### src/rtl/pix_edge_pkg.sv
package pix_edge_pkg;

   // Register channels; the write address of channel e is e+1, address 0 is the divider
   localparam int unsigned EDGE_CNT = 4;
   localparam int unsigned EDGE_RG  = 0;
   localparam int unsigned EDGE_H1  = 1;
   localparam int unsigned EDGE_SHP = 2;
   localparam int unsigned EDGE_SHD = 3;

   // Quadrant/offset code to step index, offset clamped to the quadrant length
   function automatic int unsigned code_to_step(input int unsigned code,
                                                input int unsigned off_w,
                                                input int unsigned quad_len);
      int unsigned quad;
      int unsigned off;
      quad = code >> off_w;
      off  = code & ((32'd1 << off_w) - 32'd1);
      if (off > quad_len - 1) off = quad_len - 1;
      return quad * quad_len + off;
   endfunction

endpackage

### src/rtl/pix_edge_pos.sv
module pix_edge_pos
   import pix_edge_pkg::*;
#(
   parameter int unsigned CODE_W = 6,
   parameter int unsigned STEPS  = 48,
   parameter int unsigned QUADS  = 4,
   localparam int unsigned PH_W  = $clog2(STEPS)
)(
   input  logic [CODE_W-1:0] code_i,
   output logic [PH_W-1:0]   step_o
);
   localparam int unsigned QUAD_W   = $clog2(QUADS);
   localparam int unsigned OFF_W    = CODE_W - QUAD_W;
   localparam int unsigned QUAD_LEN = STEPS / QUADS;

   assign step_o = PH_W'(code_to_step(32'(code_i), OFF_W, QUAD_LEN));

endmodule

### src/rtl/pix_edge_phase.sv
module pix_edge_phase #(
   parameter int unsigned STEPS   = 48,
   parameter int unsigned MAX_DIV = 4,
   localparam int unsigned PH_W   = $clog2(STEPS),
   localparam int unsigned DIV_W  = (MAX_DIV > 1) ? $clog2(MAX_DIV) : 1
)(
   input  logic             clk_i,
   input  logic             rst_ni,
   input  logic [DIV_W-1:0] div_sel_i,
   output logic             tick_o,
   output logic             wrap_o,
   output logic [PH_W-1:0]  ph_q_o,
   output logic [PH_W-1:0]  ph_nxt_o
);
   localparam logic [PH_W-1:0] LAST = PH_W'(STEPS - 1);

   logic [PH_W-1:0] ph_q;

   generate
      if (MAX_DIV == 1) begin : g_nodiv
         assign tick_o = 1'b1;
      end else begin : g_div
         logic [DIV_W-1:0] cnt_q;
         always_ff @(posedge clk_i or negedge rst_ni) begin
            if (!rst_ni)      cnt_q <= '0;
            else if (tick_o)  cnt_q <= '0;
            else              cnt_q <= cnt_q + 1'b1;
         end
         assign tick_o = (cnt_q == div_sel_i);

         a_r2_gap: assert property (@(posedge clk_i) disable iff (!rst_ni)
            tick_o |=> (!tick_o || div_sel_i == '0));
         a_r2_count: assert property (@(posedge clk_i) disable iff (!rst_ni)
            !tick_o |=> (cnt_q == $past(cnt_q) + 1'b1));
      end
   endgenerate

   assign wrap_o = tick_o && (ph_q == LAST);

   always_comb begin
      ph_nxt_o = ph_q;
      if (tick_o) ph_nxt_o = (ph_q == LAST) ? '0 : ph_q + 1'b1;
   end

   always_ff @(posedge clk_i or negedge rst_ni) begin
      if (!rst_ni) ph_q <= '0;
      else         ph_q <= ph_nxt_o;
   end

   assign ph_q_o = ph_q;

   a_r1_wrap: assert property (@(posedge clk_i) disable iff (!rst_ni)
      wrap_o |=> (ph_q == '0));
   a_r1_step: assert property (@(posedge clk_i) disable iff (!rst_ni)
      (tick_o && ph_q != LAST) |=> (ph_q == $past(ph_q) + 1'b1));
   a_r1_hold: assert property (@(posedge clk_i) disable iff (!rst_ni)
      !tick_o |=> $stable(ph_q));

endmodule

### src/rtl/pix_edge_regs.sv
module pix_edge_regs #(
   parameter int unsigned ADDR_W = 3,
   parameter int unsigned CODE_W = 6,
   parameter int unsigned DIV_W  = 2,
   parameter int unsigned EDGES  = 4,
   parameter logic [EDGES*CODE_W-1:0] RST_CODES = '0,
   parameter logic [DIV_W-1:0]        RST_DIV   = '0
)(
   input  logic                    clk_i,
   input  logic                    rst_ni,
   input  logic                    wr_en_i,
   input  logic [ADDR_W-1:0]       wr_addr_i,
   input  logic [CODE_W-1:0]       wr_data_i,
   input  logic                    commit_i,
   output logic [DIV_W-1:0]        div_q_o,
   output logic [EDGES*CODE_W-1:0] codes_q_o,
   output logic [EDGES*CODE_W-1:0] codes_nxt_o
);
   logic             div_hit;
   logic [DIV_W-1:0] div_shad_q;
   logic [DIV_W-1:0] div_act_q;

   assign div_hit = wr_en_i && (wr_addr_i == '0);

   always_ff @(posedge clk_i or negedge rst_ni) begin
      if (!rst_ni) begin
         div_shad_q <= RST_DIV;
         div_act_q  <= RST_DIV;
      end else begin
         if (div_hit)  div_shad_q <= wr_data_i[DIV_W-1:0];
         if (commit_i) div_act_q  <= div_shad_q;
      end
   end

   assign div_q_o = div_act_q;

   generate
      for (genvar e = 0; e < EDGES; e++) begin : g_edge
         localparam logic [CODE_W-1:0] RST = RST_CODES[e*CODE_W +: CODE_W];
         logic              hit;
         logic [CODE_W-1:0] shad_q;
         logic [CODE_W-1:0] act_q;

         assign hit = wr_en_i && (wr_addr_i == ADDR_W'(e + 1));

         always_ff @(posedge clk_i or negedge rst_ni) begin
            if (!rst_ni) begin
               shad_q <= RST;
               act_q  <= RST;
            end else begin
               if (hit)      shad_q <= wr_data_i;
               if (commit_i) act_q  <= shad_q;
            end
         end

         assign codes_q_o[e*CODE_W +: CODE_W]   = act_q;
         assign codes_nxt_o[e*CODE_W +: CODE_W] = commit_i ? shad_q : act_q;
      end
   endgenerate

   a_r8_hold: assert property (@(posedge clk_i) disable iff (!rst_ni)
      !commit_i |=> ($stable(codes_q_o) && $stable(div_q_o)));

endmodule

### src/rtl/pix_edge_clkgen.sv
module pix_edge_clkgen
   import pix_edge_pkg::*;
#(
   parameter int unsigned STEPS   = 48,
   parameter int unsigned QUADS   = 4,
   parameter int unsigned CODE_W  = 6,
   parameter int unsigned MAX_DIV = 4,
   parameter int unsigned ADDR_W  = 3,
   parameter logic [CODE_W-1:0] RG_FALL_RST = 6'h10,
   parameter logic [CODE_W-1:0] H1_RISE_RST = 6'h00,
   parameter logic [CODE_W-1:0] SHP_RST     = 6'h20,
   parameter logic [CODE_W-1:0] SHD_RST     = 6'h00
)(
   input  logic              clk_i,
   input  logic              rst_ni,
   input  logic              wr_en_i,
   input  logic [ADDR_W-1:0] wr_addr_i,
   input  logic [CODE_W-1:0] wr_data_i,
   output logic              rg_o,
   output logic              h1_o,
   output logic              h2_o,
   output logic              shp_o,
   output logic              shd_o
);
   localparam int unsigned PH_W     = $clog2(STEPS);
   localparam int unsigned DIV_W    = (MAX_DIV > 1) ? $clog2(MAX_DIV) : 1;
   localparam int unsigned QUAD_LEN = STEPS / QUADS;
   localparam int unsigned QUAD_W   = $clog2(QUADS);
   localparam int unsigned OFF_W    = CODE_W - QUAD_W;
   localparam int unsigned HALF     = STEPS / 2;
   localparam int unsigned EDGES    = EDGE_CNT;
   localparam logic [EDGES*CODE_W-1:0] RST_CODES = {SHD_RST, SHP_RST, H1_RISE_RST, RG_FALL_RST};

   // Elaboration-time parameter checks
   generate
      if (STEPS % QUADS != 0) begin : g_chk_quads
         $error("pix_edge_clkgen: STEPS must split evenly into QUADS");
      end
      if ((1 << OFF_W) < QUAD_LEN) begin : g_chk_off
         $error("pix_edge_clkgen: offset field too narrow for a quadrant");
      end
      if (STEPS % 2 != 0) begin : g_chk_half
         $error("pix_edge_clkgen: STEPS must be even");
      end
      if ((1 << ADDR_W) < EDGES + 1) begin : g_chk_addr
         $error("pix_edge_clkgen: address space too small");
      end
      if (CODE_W < DIV_W || MAX_DIV < 1) begin : g_chk_div
         $error("pix_edge_clkgen: bad divider configuration");
      end
   endgenerate

   // Output shaping, shared by the reset values and the running logic
   function automatic logic [PH_W-1:0] since_rise(input logic [PH_W-1:0] ph,
                                                  input logic [PH_W-1:0] rise);
      if (ph >= rise) return ph - rise;
      return PH_W'(32'(ph) + STEPS - 32'(rise));
   endfunction

   function automatic logic rg_level(input logic [PH_W-1:0] ph, input logic [PH_W-1:0] fall);
      return ph < fall;
   endfunction

   logic             tick;
   logic             wrap;
   logic [PH_W-1:0]  ph_q;
   logic [PH_W-1:0]  ph_nxt;
   logic [DIV_W-1:0] div_q;
   logic [EDGES*CODE_W-1:0] codes_q;
   logic [EDGES*CODE_W-1:0] codes_nxt;
   logic [PH_W-1:0]  pos_q   [EDGES];
   logic [PH_W-1:0]  pos_nxt [EDGES];
   logic [PH_W-1:0]  h1_age_nxt;

   pix_edge_regs #(
      .ADDR_W    (ADDR_W),
      .CODE_W    (CODE_W),
      .DIV_W     (DIV_W),
      .EDGES     (EDGES),
      .RST_CODES (RST_CODES),
      .RST_DIV   ('0)
   ) regs_i (
      .clk_i       (clk_i),
      .rst_ni      (rst_ni),
      .wr_en_i     (wr_en_i),
      .wr_addr_i   (wr_addr_i),
      .wr_data_i   (wr_data_i),
      .commit_i    (wrap),
      .div_q_o     (div_q),
      .codes_q_o   (codes_q),
      .codes_nxt_o (codes_nxt)
   );

   pix_edge_phase #(
      .STEPS   (STEPS),
      .MAX_DIV (MAX_DIV)
   ) phase_i (
      .clk_i     (clk_i),
      .rst_ni    (rst_ni),
      .div_sel_i (div_q),
      .tick_o    (tick),
      .wrap_o    (wrap),
      .ph_q_o    (ph_q),
      .ph_nxt_o  (ph_nxt)
   );

   generate
      for (genvar e = 0; e < EDGES; e++) begin : g_dec
         pix_edge_pos #(.CODE_W(CODE_W), .STEPS(STEPS), .QUADS(QUADS)) nxt_i (
            .code_i (codes_nxt[e*CODE_W +: CODE_W]),
            .step_o (pos_nxt[e])
         );
         pix_edge_pos #(.CODE_W(CODE_W), .STEPS(STEPS), .QUADS(QUADS)) cur_i (
            .code_i (codes_q[e*CODE_W +: CODE_W]),
            .step_o (pos_q[e])
         );
      end
   endgenerate

   localparam logic [PH_W-1:0] RG_RST_POS  = PH_W'(code_to_step(32'(RG_FALL_RST), OFF_W, QUAD_LEN));
   localparam logic [PH_W-1:0] H1_RST_POS  = PH_W'(code_to_step(32'(H1_RISE_RST), OFF_W, QUAD_LEN));
   localparam logic [PH_W-1:0] SHP_RST_POS = PH_W'(code_to_step(32'(SHP_RST), OFF_W, QUAD_LEN));
   localparam logic [PH_W-1:0] SHD_RST_POS = PH_W'(code_to_step(32'(SHD_RST), OFF_W, QUAD_LEN));

   assign h1_age_nxt = since_rise(ph_nxt, pos_nxt[EDGE_H1]);

   // Outputs are registered on the tick that enters the step they describe
   always_ff @(posedge clk_i or negedge rst_ni) begin
      if (!rst_ni) begin
         rg_o  <= rg_level('0, RG_RST_POS);
         h1_o  <= (32'(since_rise('0, H1_RST_POS)) <  HALF);
         h2_o  <= (32'(since_rise('0, H1_RST_POS)) >= HALF);
         shp_o <= (SHP_RST_POS == '0);
         shd_o <= (SHD_RST_POS == '0);
      end else if (tick) begin
         rg_o  <= rg_level(ph_nxt, pos_nxt[EDGE_RG]);
         h1_o  <= (32'(h1_age_nxt) <  HALF);
         h2_o  <= (32'(h1_age_nxt) >= HALF);
         shp_o <= (ph_nxt == pos_nxt[EDGE_SHP]);
         shd_o <= (ph_nxt == pos_nxt[EDGE_SHD]);
      end
   end

   localparam logic [PH_W-1:0] HALF_P = PH_W'(HALF);
   logic [PH_W-1:0] h1_fall_q;
   assign h1_fall_q = (32'(pos_q[EDGE_H1]) + HALF >= STEPS) ?
                      pos_q[EDGE_H1] - HALF_P : pos_q[EDGE_H1] + HALF_P;

   a_r3_rg_rise: assert property (@(posedge clk_i) disable iff (!rst_ni)
      $rose(rg_o) |-> (ph_q == '0));
   a_r3_rg_fall: assert property (@(posedge clk_i) disable iff (!rst_ni)
      $fell(rg_o) |-> (ph_q == pos_q[EDGE_RG]));
   a_r4_h1_rise: assert property (@(posedge clk_i) disable iff (!rst_ni)
      ($rose(h1_o) && !$past(wrap)) |-> (ph_q == pos_q[EDGE_H1]));
   a_r4_h1_fall: assert property (@(posedge clk_i) disable iff (!rst_ni)
      ($fell(h1_o) && !$past(wrap)) |-> (ph_q == h1_fall_q));
   a_r5_h2_inverse: assert property (@(posedge clk_i) disable iff (!rst_ni)
      h2_o != h1_o);
   a_r6_shp_step: assert property (@(posedge clk_i) disable iff (!rst_ni)
      shp_o == (ph_q == pos_q[EDGE_SHP]));
   a_r6_shd_step: assert property (@(posedge clk_i) disable iff (!rst_ni)
      shd_o == (ph_q == pos_q[EDGE_SHD]));

endmodule

### config.mk
export PLATFORM = sky130hd
export DESIGN_NAME = pix_edge_clkgen
export DESIGN_NICKNAME = d
export VERILOG_FILES = /design/src/rtl/pix_edge_pkg.sv /design/src/rtl/pix_edge_pos.sv /design/src/rtl/pix_edge_phase.sv /design/src/rtl/pix_edge_regs.sv /design/src/rtl/pix_edge_clkgen.sv
export SDC_FILE = /design/constraint.sdc
export NUM_CORES = 1
export LEC_CHECK = 0
export ABC_AREA = 1
export BUFFER_PORTS_ARGS = -buffer_cell sky130_fd_sc_hd__buf_2
export CORE_ASPECT_RATIO = 0.8
export CORE_MARGIN = 2
export CORE_UTILIZATION = 25
export CTS_CLUSTER_DIAMETER = 150
export DETAILED_ROUTE_END_ITERATION = 7
export PLACE_DENSITY = 0.46
export SYNTH_ARGS = -nofsm -noshare
export SYNTH_HDL_FRONTEND = slang
export SYNTH_SLANG_ARGS = --single-unit
### constraint.sdc
create_clock -name clk_i -period 3.7 [get_ports clk_i]
set_input_delay 0.37 -clock clk_i [delete_from_list [all_inputs] [get_ports clk_i]]
set_output_delay 0.37 -clock clk_i [all_outputs]
set_load 0.01 [all_outputs]
* Word-level counts from Yosys, hierarchy flattened
Cells that the tools add are included.
** Word-level totals
- Output and inout bits :: 5
- Word-level logic and storage cells :: 67
- Bits in registers :: 65
- Bits of input ports :: 12
** Operators by class
- Reduce and logical (&&, ||, !) cells :: 7
- Multiply operators :: 4
- Mux-type cells :: 14
- Order comparisons :: 8
- Add/subtract/negate cells :: 9
- Equal/unequal tests :: 8
** Operators by type and width (count)
- 6-bit 2-to-1 mux :: 8
- 6-bit adder :: 4
- 4-bit greater-than comparator (second input constant) :: 4
- 2-bit by 2-bit multiplier with 4-bit output (second input constant) :: 4
- 4-bit 2-to-1 mux :: 4
- 6-bit equality test :: 2
- 6-bit subtractor :: 2
- 6-bit by 1-bit adder with 6-bit output (second input constant) :: 1
- 6-bit adder (second input constant) :: 1
- 3-bit by 2-bit equality test with 1-bit output (second input constant) :: 2
- 6-bit equality test (second input constant) :: 1
- 6-bit by 5-bit greater-or-equal comparator with 1-bit output (second input constant) :: 1
- 6-bit greater-or-equal comparator :: 1
- 1-bit logical AND :: 6
- 6-bit by 5-bit < comparator with 1-bit output (second input constant) :: 1
- 6-bit < comparator :: 1
- 3-bit by 1-bit equality test with 1-bit output (second input constant) :: 1
- 3-bit equality test (second input constant) :: 1
- 3-bit logical NOT :: 1
- 2-bit by 1-bit adder with 2-bit output (second input constant) :: 1
- 2-bit equality test :: 1
- 2-bit 2-to-1 mux :: 1
- 1-bit 2-to-1 mux :: 1

* Depth between registers and ports, before layout
Gate-level depths: netlist of run 1.
- Depth in word-level cells :: 10
- Mapped depth :: 24
- Depth with buffers taken out :: 22

* Modules after synthesis
From an unflattened synthesis of run 1, not the netlist that was laid out.
** Unflattened totals
- Cells, all modules :: 539
- Area, all modules :: 4154.0 µm²
** Modules (own cells, without submodules)
- pix_edge_regs :: cells each 234, instances 1, sequential area each 1306.3 µm², area each 2078.2 µm²
- pix_edge_clkgen :: cells each 148, instances 1, sequential area each 128.9 µm², area each 992.2 µm²
- pix_edge_pos :: cells each 23, instances 4, sequential area each 0.0 µm², area each 153.9 µm²
- pix_edge_phase :: cells each 65, instances 1, sequential area each 200.2 µm², area each 467.9 µm²

* Worst setup path before layout of run 1
No wires, ideal clock.
- Path type :: flip-flop to flip-flop
- Start point :: reg phase_i.ph_q[0] (netlist: phase_i.ph_q_o[0])
- End point :: reg h2_o
- Buffers on the path :: 1
- Setup time :: 0.083 ns
- Path slack :: -0.087 ns
- Data required time :: 3.617 ns
- Cell stages (with the launch flop) :: 20
- Data arrival time :: 3.704 ns
- Period minus slack after synthesis :: 3.787 ns
- Path through :: dfrtp_1 ha_1 nand3_4 nor2_8 nand3_2 buf_6 or2_2 o21ai_0 inv_1 ha_1 fa_1 inv_1 fa_1 inv_1 o31ai_1 xor2_1 nand2_1 nand3_1 nand2_1 o21ai_0
** On the way
- Elaborated cells on any way between the ends :: 18
- Those cells by class :: add/sub: 5; mul: 1; order compare: 3; eq/ne: 1; mux: 7; reduce/logical: 1
** RTL lines
- from (decl) :: line pix_edge_phase.sv:17 : logic [PH_W-1:0] ph_q;
- from (signal assigned) :: line pix_edge_phase.sv:47 : else ph_q <= ph_nxt_o;
- 6-bit equality test (*) :: line pix_edge_phase.sv:38 : assign wrap_o = tick_o && (ph_q == LAST);
- 1-bit logical AND (*) :: line pix_edge_phase.sv:38
- 6-bit 2-to-1 mux (*) :: line pix_edge_regs.sv:57 : assign codes_nxt_o[e*CODE_W +: CODE_W] = commit_i ? shad_q : act_q;
- via codes_nxt[10] :: line pix_edge_clkgen.sv:70 : logic [EDGES*CODE_W-1:0] codes_nxt;
- 2-bit by 2-bit multiplier with 4-bit output (*) :: line pix_edge_pkg.sv:19 : return quad * quad_len + off;
- 6-bit adder (*) :: line pix_edge_pkg.sv:19
- 6-bit subtractor or 6-bit greater-or-equal comparator (tied branches) :: line pix_edge_clkgen.sv:56 : if (ph >= rise) return ph - rise;
- 6-bit 2-to-1 mux or 1-bit 2-to-1 mux (tied branches) :: line pix_edge_clkgen.sv:56
- 6-bit 2-to-1 mux (*) :: line pix_edge_clkgen.sv:57 : return PH_W'(32'(ph) + STEPS - 32'(rise));
- 6-bit by 5-bit greater-or-equal comparator with 1-bit output (*) :: line pix_edge_clkgen.sv:138 : h2_o <= (32'(h1_age_nxt) >= HALF);
- to (signal assigned) :: line pix_edge_clkgen.sv:132 : h2_o <= (32'(since_rise('0, H1_RST_POS)) >= HALF);
- to (signal assigned) :: line pix_edge_clkgen.sv:138
- to (decl) :: line pix_edge_clkgen.sv:21 : output logic h2_o,
The timed path passes the listed nets; every way through them passes the cells marked *. The select of a mux whose other input is x is not followed.
A chain may end at the register's enable or synchronous reset.

* Worst setup path after layout of run 1
- Start point :: reg phase_i.ph_q[1] (netlist: phase_i.ph_q_o[1])
- End point :: reg h2_o
** On the way
- Word-level cells in the longest chain between the ends :: 10
- Elaborated cells on any way between the ends :: 18
- Those cells by class :: add/sub: 5; mul: 1; order compare: 3; eq/ne: 1; mux: 7; reduce/logical: 1
** RTL lines (line)
- parallel branches: the longest is 8 deep, another holds 6-bit adder
- 6-bit 2-to-1 mux (*) :: pix_edge_clkgen.sv:57
- 6-bit by 5-bit greater-or-equal comparator with 1-bit output (*) :: pix_edge_clkgen.sv:138
Every way passes the cells marked *. The select of a mux whose other input is x is not followed.

==> results of run 1 <==
-- placed cells by master, fill, tap and decap left out, types with 8 or more instances in the layout --
cell type                     n
sky130_fd_sc_hd__ha_1        30
sky130_fd_sc_hd__buf_4       29
sky130_fd_sc_hd__nand2_2      9
sky130_fd_sc_hd__fa_1         9
sky130_fd_sc_hd__dfrtp_1     57
sky130_fd_sc_hd__o21ai_0     33
sky130_fd_sc_hd__nor2_1      18
sky130_fd_sc_hd__buf_2       16
sky130_fd_sc_hd__inv_1       68
sky130_fd_sc_hd__a21oi_1     10
sky130_fd_sc_hd__xor2_1       8
sky130_fd_sc_hd__clkbuf_16    9
sky130_fd_sc_hd__nand2_1    153
sky130_fd_sc_hd__nand3_1     27
-- power by group through the flow --
stage	Sequential [mW]	Clock (mW)	Combinational, mW
after floorplan	0.937	0	0.738
final	0.929	0.852	1.08
after global routing	0.947	0.906	1.24
after CTS	0.931	0.878	1.05
after detailed placement	0.941	0	1.05
after global placement	0.940	0	1.03
-- path summary, 6_finish.rpt --
| check | from | endpoint | slack [ns] | cells after the start |
|---|---|---|---|---|
| min in group clk_i | wr_data_i[5] | regs_i.g_edge[1].shad_q[5]$_DFFE_PN0P_ | 0.40 | 3 |
| setup / recovery | phase_i.ph_q_o[1]$_DFF_PN0_ | h2_o$_DFFE_PN0N_ | 0.24 | 19 |
| hold reg to reg | rg_o$_DFFE_PN1N_ | rg_o$_DFFE_PN1N_ | 0.48 | 2 |
| setup reg to reg | phase_i.ph_q_o[1]$_DFF_PN0_ | h2_o$_DFFE_PN0N_ | 0.24 | 19 |
| hold / removal | rst_ni | regs_i.div_q_o[0]$_DFFE_PN0N_ | 0.13 | 1 |
| max in group asynchronous | rst_ni | regs_i.g_edge[0].act_q[4]$_DFF_PN1_ | 2.74 | 2 |
-- sequential cells by signal, summed over array words and instances (netlist names) --
register	flops
shp_o	1
regs_i.g_edge.shad_q	24
regs_i.div_shad_q	2
rg_o	1
h2_o	1
h1_o	1
regs_i.div_q_o	2
phase_i.g_div.cnt_q	2
phase_i.ph_q_o	6
regs_i.g_edge.act_q	24
shd_o	1
-- stage by stage --
stage	std cells	hold slack, ns	cell area [µm²]	setup WS (ns)
2_1_floorplan	496	0.07441	4135	0.001553
3_3_place_gp	745	0.4613	4623	0.1231
3_5_place_dp	745	0.4658	4623	0.06653
4_1_cts	761	0.1579	4916	0.07062
5_1_grt	762	0.1864	4976	-0.01099
6_report	762	0.1311	4976	0.2353
-- layout make-up --
class | count | area, µm² | area share
tap | 215 | 269.0 | 0.05406
inverter | 70 | 262.8 | 0.05280
timing repair buffer | 46 | 309.0 | 0.06211
clock buffer | 13 | 250.2 | 0.05029
clock inverter | 3 | 42.54 | 0.008549
multi-input combinational | 350 | 2206 | 0.4433
sequential | 65 | 1637 | 0.3289
-- critical path, stage by stage, from the launching register on --
cell	delay, ns
sky130_fd_sc_hd__dfrtp_1	0.39
sky130_fd_sc_hd__ha_4	0.16
sky130_fd_sc_hd__nand3_4	0.09
sky130_fd_sc_hd__nor2_8	0.11
sky130_fd_sc_hd__nand3_2	0.11
sky130_fd_sc_hd__buf_6	0.15
sky130_fd_sc_hd__or2_0	0.21
sky130_fd_sc_hd__o21ai_2	0.07
sky130_fd_sc_hd__nor2_1	0.05
sky130_fd_sc_hd__ha_1	0.20
sky130_fd_sc_hd__fa_1	0.41
sky130_fd_sc_hd__xnor2_2	0.16
sky130_fd_sc_hd__buf_4	0.14
sky130_fd_sc_hd__fa_1	0.50
sky130_fd_sc_hd__inv_1	0.07
sky130_fd_sc_hd__a21oi_2	0.14
sky130_fd_sc_hd__xor2_1	0.15
sky130_fd_sc_hd__nand3_1	0.09
sky130_fd_sc_hd__nand2_1	0.09
sky130_fd_sc_hd__o21ai_1	0.06
-- what timing repair did --
item | in CTS | in global routing
setup buffers | 0 | 1
gates resized for setup | 0 | 11
hold buffers | 0 | 0
setup endpoints to repair | 0 | 2
-- metal layers --
layer | vias up | routed length (µm) | global-route usage | part of all wire
met5 | - | 0 | 0 | 0
met4 | 0 | 19 | 0.02524 | 0.0019
met3 | 2 | 340 | 0.02529 | 0.034
met2 | 30 | 4423 | 0.1869 | 0.44
met1 | 1509 | 5363 | 0.1859 | 0.53
li1 | 1643 | - | - | -
-- cell families after synthesis --
logic type,Yosys count,share of synthesized area
DFF,65,0.3968
xor gates and xnor gates,16,0.03400
and+or+nand+nor,233,0.2620
AOI/OAI and AO/OA,59,0.08045
adders and majority gates,42,0.1439
buffers and inverters,81,0.08287
==> results.md, run 1 <==
- The flow ran to the end, and the final reports show no timing, DRC or antenna violations.
- The layout cell share with drive strength beyond 1 is 0.1993.
- The number of global-route vias before repair was 3,272.
- The worst path arrival time is roughly 3.7 ns.
- The maximum VDD drop is 0.0002494 V.
- The number of antenna violations at the first check in global routing came to 0.
- Of the available clock period, the critical path in the final layout requires 0.9364.
- The number of synthesized flops with an enable pin is 0.
- At the worst endpoint, the required time is 3.91 ns.
- The max-capacitance violation count is 0.
- The final period demand of the worst path is 3.465 ns.
- The portion of the post-synthesis area used by sequential elements is 0.3968.
- The total clock sinks is between 60 and 70.
- The number of storage elements in the synthesis netlist is 65.
- Clock-pin slew was measured on the worst setup and hold paths at ~0.060 ns.
- The start-to-end type of the worst setup path is reg2reg.
- The maximum number of pins on one net before global-route repair is 32.
- Counting distinct cell types in the post-synthesis netlist gives 35.
- The kind of end point of the critical path is a register.
- The most used standard cell by instance count after synthesis is sky130_fd_sc_hd__nand2_1.
- The max-slew violation total from the final report was 0.
- Cell internal power was estimated by the tool at 1.848 mW.
- The DRC violation count after routing is 0.
- Between clock sinks in the finished design, the worst skew comes to 0.007751 ns.
- The H-tree generated during clock tree synthesis spans 3 levels.
- In this run the power density over the cells is approximately 570 nW/µm².
- After detailed routing, the average wire length per cell comes to approximately 13 µm.
- Power comes to 2.858 mW.
- The sum of routed wire length over all layers is between 10,000 and 15,000 µm.
- The path class of the tightest hold or removal check is in2async.
- The share of total power dissipated in sequential elements is 0.325.
- The biggest area contributor in the post-synthesis netlist is sky130_fd_sc_hd__dfrtp_1.
- The gate count after technology mapping is between 400 and 500.
- The buffer cell driving the clock tree root is sky130_fd_sc_hd__clkbuf_16.
- The total net switching power is ~1.0 mW.
- The total of buffers placed on input and output ports is 16.
- A synthesized cell averages approximately 8.3 µm².
- The wire length of the first global-routing pass is approximately 17,000 µm.
- The layout net count is 596.
- The via count is 3,184.
- The final antenna diode count is 0.
- The floorplan step set the die width to around 150 µm.
- The most instantiated flip-flop cell in the synthesis netlist is sky130_fd_sc_hd__dfrtp_1.
- Headroom to the max-slew limit came out at 0.4616.
- Across every metal layer, demand over resource in global routing totals 0.1248.
- In this run the deepest clock path goes through 2 buffers.
- The largest driver fanout on the critical path is 6.
- Of the post-synthesis cell area, the dominant cell type holds 0.3522.
- The core region is around 16,000 µm².
- For this run, the number of Yosys warnings is 0.
- Timing would allow up to between 200 and 300 MHz.
- By area the synthesized netlist is led by sky130_fd_sc_hd__dfrtp_1 (35%), sky130_fd_sc_hd__nand2_1 (14%), sky130_fd_sc_hd__ha_1 (10%).
- The final number of hold-violating endpoints is 0.
- The switching power as a share of total power is 0.3534.
- The row count is just over 40.
- For this configuration, the core starts out at a cell density of 0.2583.
- Sorting the synthesized cells by how often they occur yields sky130_fd_sc_hd__nand2_1 (153), sky130_fd_sc_hd__inv_1 (69), sky130_fd_sc_hd__dfrtp_1 (58).
- The count of routing violations after the opening detailed-route iteration is 220.
- The number of setup violations in the final report is 0.
- In the synthesized netlist the async set-or-reset flop fraction comes to 1.000.
- The clock latency of the later-clocked register in the worst-skew pair is ~0.33 ns.
- The analysis attributes to cell leakage a power of approximately 2.6 nW.
- The number of nets handed over by synthesis was 550.
- The growth of design area from synthesis to finish is 20.73%.
- Once layout is complete, the utilization of the core stands at 0.3119.
- TritonCTS created 9 clock buffers.
- The last weighted congestion value of the routability-driven placer is slightly below 0.8.
- The number of iterations in the first detailed-routing pass is 4.
- The logic gate share of total power is 0.377.
- The number of I/O pins is 17.
- After detailed routing, the number of vias per cell comes to around 4.2.
- The share of total power dissipated in the clock network is 0.298.
- Summed over all layers, the global routing overflow is 0.
- The final antenna-violating net count is 0.
- The aggregate negative setup slack is 0 ns.
- The chip height is ~120 µm.
- The post-synthesis cell area is between 4000 and 5000 µm².
- The layout filler cell count is between 1,500 and 2,000.
- The die covers approximately 18,000 µm².
- TritonCTS built the clock tree.
- At the pin with the least slew margin, the transition time is around 0.81 ns.
- The estimated wirelength of the detail-placed design is ~7900 µm.
- The startpoint type of the worst setup path is a register.
(Power assumes the default switching activity.)
==> inputs of run 2 (changes only) <==
Settings changed: PLACE_DENSITY 0.46 to default, SKIP_LAST_GASP from default to 1.
==> results.md, run 2 (synthesized netlist as in run 1, its figures left out) <==
- From synthesis to final layout, the design area changed by 21.80%.
- The maximum buffer depth of the clock tree is 2 (unchanged).
- The required time at the worst-slack endpoint is 3.91 ns (about the same).
- The slowest cell on the critical path is sky130_fd_sc_hd__fa_1.
- The overall die area is 17,530 µm² (unchanged).
- The layout net count is 602 (+1.0%).
- The number of antenna violations at the first check in global routing is 0 (unchanged).
- The starting density of the core is 0.2583 (unchanged).
- The via count is 3,262 (+2.4%).
- The sum of routed wire length over all layers is 9607 µm (-5.3%).
- The CTS H-tree depth is 3 (unchanged).
- The headroom to the max-slew limit is 0.4934 (+0.03182).
- The register clock-pin slew on the reported worst setup and hold paths came to 0.06 ns (about the same).
- The start-to-end type of the worst setup path is reg2reg.
- The global-route total usage across every layer is 0.1189 (-0.005866).
- The estimated wirelength of the detail-placed design is 7369 µm (-6.9%).
- The maximum number of pins on one net before global-route repair is 33 (+3.1%).
- The clock latency of the later-clocked register in the worst-skew pair is 0.33 ns (about the same).
- The number of iterations in the first detailed-routing pass came to 5 (+1).
- The minimum setup slack after placement came to -0.002786 ns (-0.06932 ns).
- The final number of hold-violating endpoints is 0 (unchanged).
- The largest clock skew in the final design is 0.006812 ns (-0.0009391 ns).
- The slack of the critical path is 0.2054 ns (-0.02987 ns).
- Setup repair after global routing could not meet its margin everywhere.
- The highest clock rate is 286.2 MHz (-0.85%).
- The last weighted congestion value of the routability-driven placer is 0.8198 (+4.0%).
- The number of buffers and inverters on the critical path was 2 (-1).
- The run finished with clean final reports.
- On the critical path the largest part of the delay comes from adder cells.
- The critical path goes through ha_4, nand3_4, nor2_8, nand3_4, buf_6, or2_1, o21ai_2, nor2_2, ha_2, fa_1, inv_2, ha_2, ha_1, o21bai_1, a21oi_2, xor2_1, nand3_1, nand2_1, o21ai_1.
- The slew of the pin with the lowest slew margin was 0.7599 ns (-0.04773 ns).
- The number of global-route vias before repair is 3,278 (+0.18%).
- The total clock sinks was 65 (unchanged).
- STA classifies the critical path startpoint as a register.
- The number of setup violations in the final report was 0 (unchanged).
- The routed wire length per instance is 12.51 µm (-6.1%).
- The maximum VDD drop came to 0.0002344 V (-6.0%).
- The final cell count without fillers is 768 (+0.79%).
- The row count is 41 (unchanged).
- The remaining global-route overflow is 0 (unchanged).
- The number of cells after detailed placement was 747 (+0.27%).
- The worst path arrival time is 3.71 ns (+0.04 ns).
- The floorplan core area came to 15,950 µm² (unchanged).
- The largest driver fanout on the critical path was 5 (-1).
- The biggest cell delay along the critical path is 0.54 ns (+0.04 ns).
- The fraction of the cycle the final worst path needs is 0.9445 (+0.008073).
- In the layout the commonest cells are sky130_fd_sc_hd__nand2_1 (152), sky130_fd_sc_hd__inv_1 (67), sky130_fd_sc_hd__dfrtp_1 (57).
- The layout cell share with drive strength beyond 1 is 0.2134 (+0.01411).
- The DRC violation count after routing came to 0 (unchanged).
- The kind of end point of the critical path is a register.
- The total power per unit cell area was 566.8 nW/µm² (-1.3%).
- The max-capacitance violation count is 0 (unchanged).
- The number of I/O pins is 17 (unchanged).
- The max-slew violation total from the final report came to 0 (unchanged).
- The chip height is 118.8 µm (unchanged).
- The final period demand of the worst path is 3.495 ns (+0.02987 ns).
- The CTS tree is built.
- The post-place instance area is 4638 µm² (+0.32%).
- The cell area after layout is 5020 µm² (+0.88%).
- The via density per instance is 4.247 (+1.6%).
- The count of routing violations after the opening detailed-route iteration was 145 (-34%).
- The total leakage power is 2.627 nW (+1.2%).
- The total of hold buffers inserted after clock tree synthesis is 0 (unchanged).
- The final antenna-violating net count is 0 (unchanged).
- The number of CTS-inserted buffers is 9 (unchanged).
- In this run the clock root is driven by a sky130_fd_sc_hd__clkbuf_16.
- The wire length of the first global-routing pass is 16,330 µm (-4.5%).
- The library cell used most frequently in the layout, excluding fill and tap cells, is sky130_fd_sc_hd__nand2_1.
- The total of buffers placed on input and output ports is 16 (unchanged).
- The path class of the tightest hold or removal check is in2async.
- The final antenna diode count is 0 (unchanged).
- The floorplan die width is 147.6 µm (unchanged).
-- run 2: changes by cell type in the layout (fill, tap and decap cells not counted), moves of 2 or more --
| cell | change |
|---|---|
| sky130_fd_sc_hd__ha_2 | +2 |
| sky130_fd_sc_hd__ha_4 | -2 |
| sky130_fd_sc_hd__buf_4 | +5 |
| sky130_fd_sc_hd__clkbuf_1 | -2 |
-- run 2: layout make-up --
class / count / area (µm²)
clock buffer: 11 / 242.7
clock inverter: 5 / 56.30
sequential: 65 / 1637
inverter: 70 / 262.8
multi-input combinational: 350 / 2195
timing repair buffer: 52 / 357.8
fill: 1687 / 10930
tap: 215 / 269.0
-- run 2: path summary, 6_finish.rpt --
check | startpoint | endpoint | slack, ns | cells past startpoint
setup / recovery | phase_i.ph_q_o[1]$_DFF_PN0_ | h2_o$_DFFE_PN0N_ | 0.21 | 19
hold / removal | rst_ni | regs_i.div_q_o[0]$_DFFE_PN0N_ | 0.11 | 1
setup reg to reg | phase_i.ph_q_o[1]$_DFF_PN0_ | h2_o$_DFFE_PN0N_ | 0.21 | 19
hold reg to reg | h1_o$_DFFE_PN1N_ | h1_o$_DFFE_PN1N_ | 0.47 | 2
max in group asynchronous | rst_ni | regs_i.g_edge[0].shad_q[4]$_DFFE_PN1P_ | 2.77 | 2
min in group clk_i | wr_data_i[5] | regs_i.g_edge[2].shad_q[5]$_DFFE_PN1P_ | 0.40 | 3
-- run 2: through the flow --
step	TNS (ns)	hold slack, ns	util	power [mW]
floorplan	0	0.07441	-	1.676
global placement	0	0.4567	0.2907	1.957
detailed placement	-0.002786	0.4589	0.2907	1.972
CTS	0	0.1307	0.3101	2.843
global route	-0.02438	0.1579	0.3146	3.083
finish	0	0.1079	0.3146	2.845
-- run 2: per-layer routing --
metal	vias up	track usage	share of wire
met5	-	0	0
met4	0	0.02764	0.011
met3	10	0.03103	0.056
met2	60	0.1858	0.44
met1	1531	0.1650	0.50
li1	1661	-	-
-- run 2: timing repair --
item                       CTS  global route
pin swaps                    1            11
setup endpoints to repair    2             2
gates resized for setup      1            15
setup buffers                1             4
-- run 2: power breakdown --
group          switching (mW)  internal, mW  total (mW)
logic                   0.625         0.441        1.07
registers              0.0644         0.861       0.925
clock network           0.315         0.538       0.854
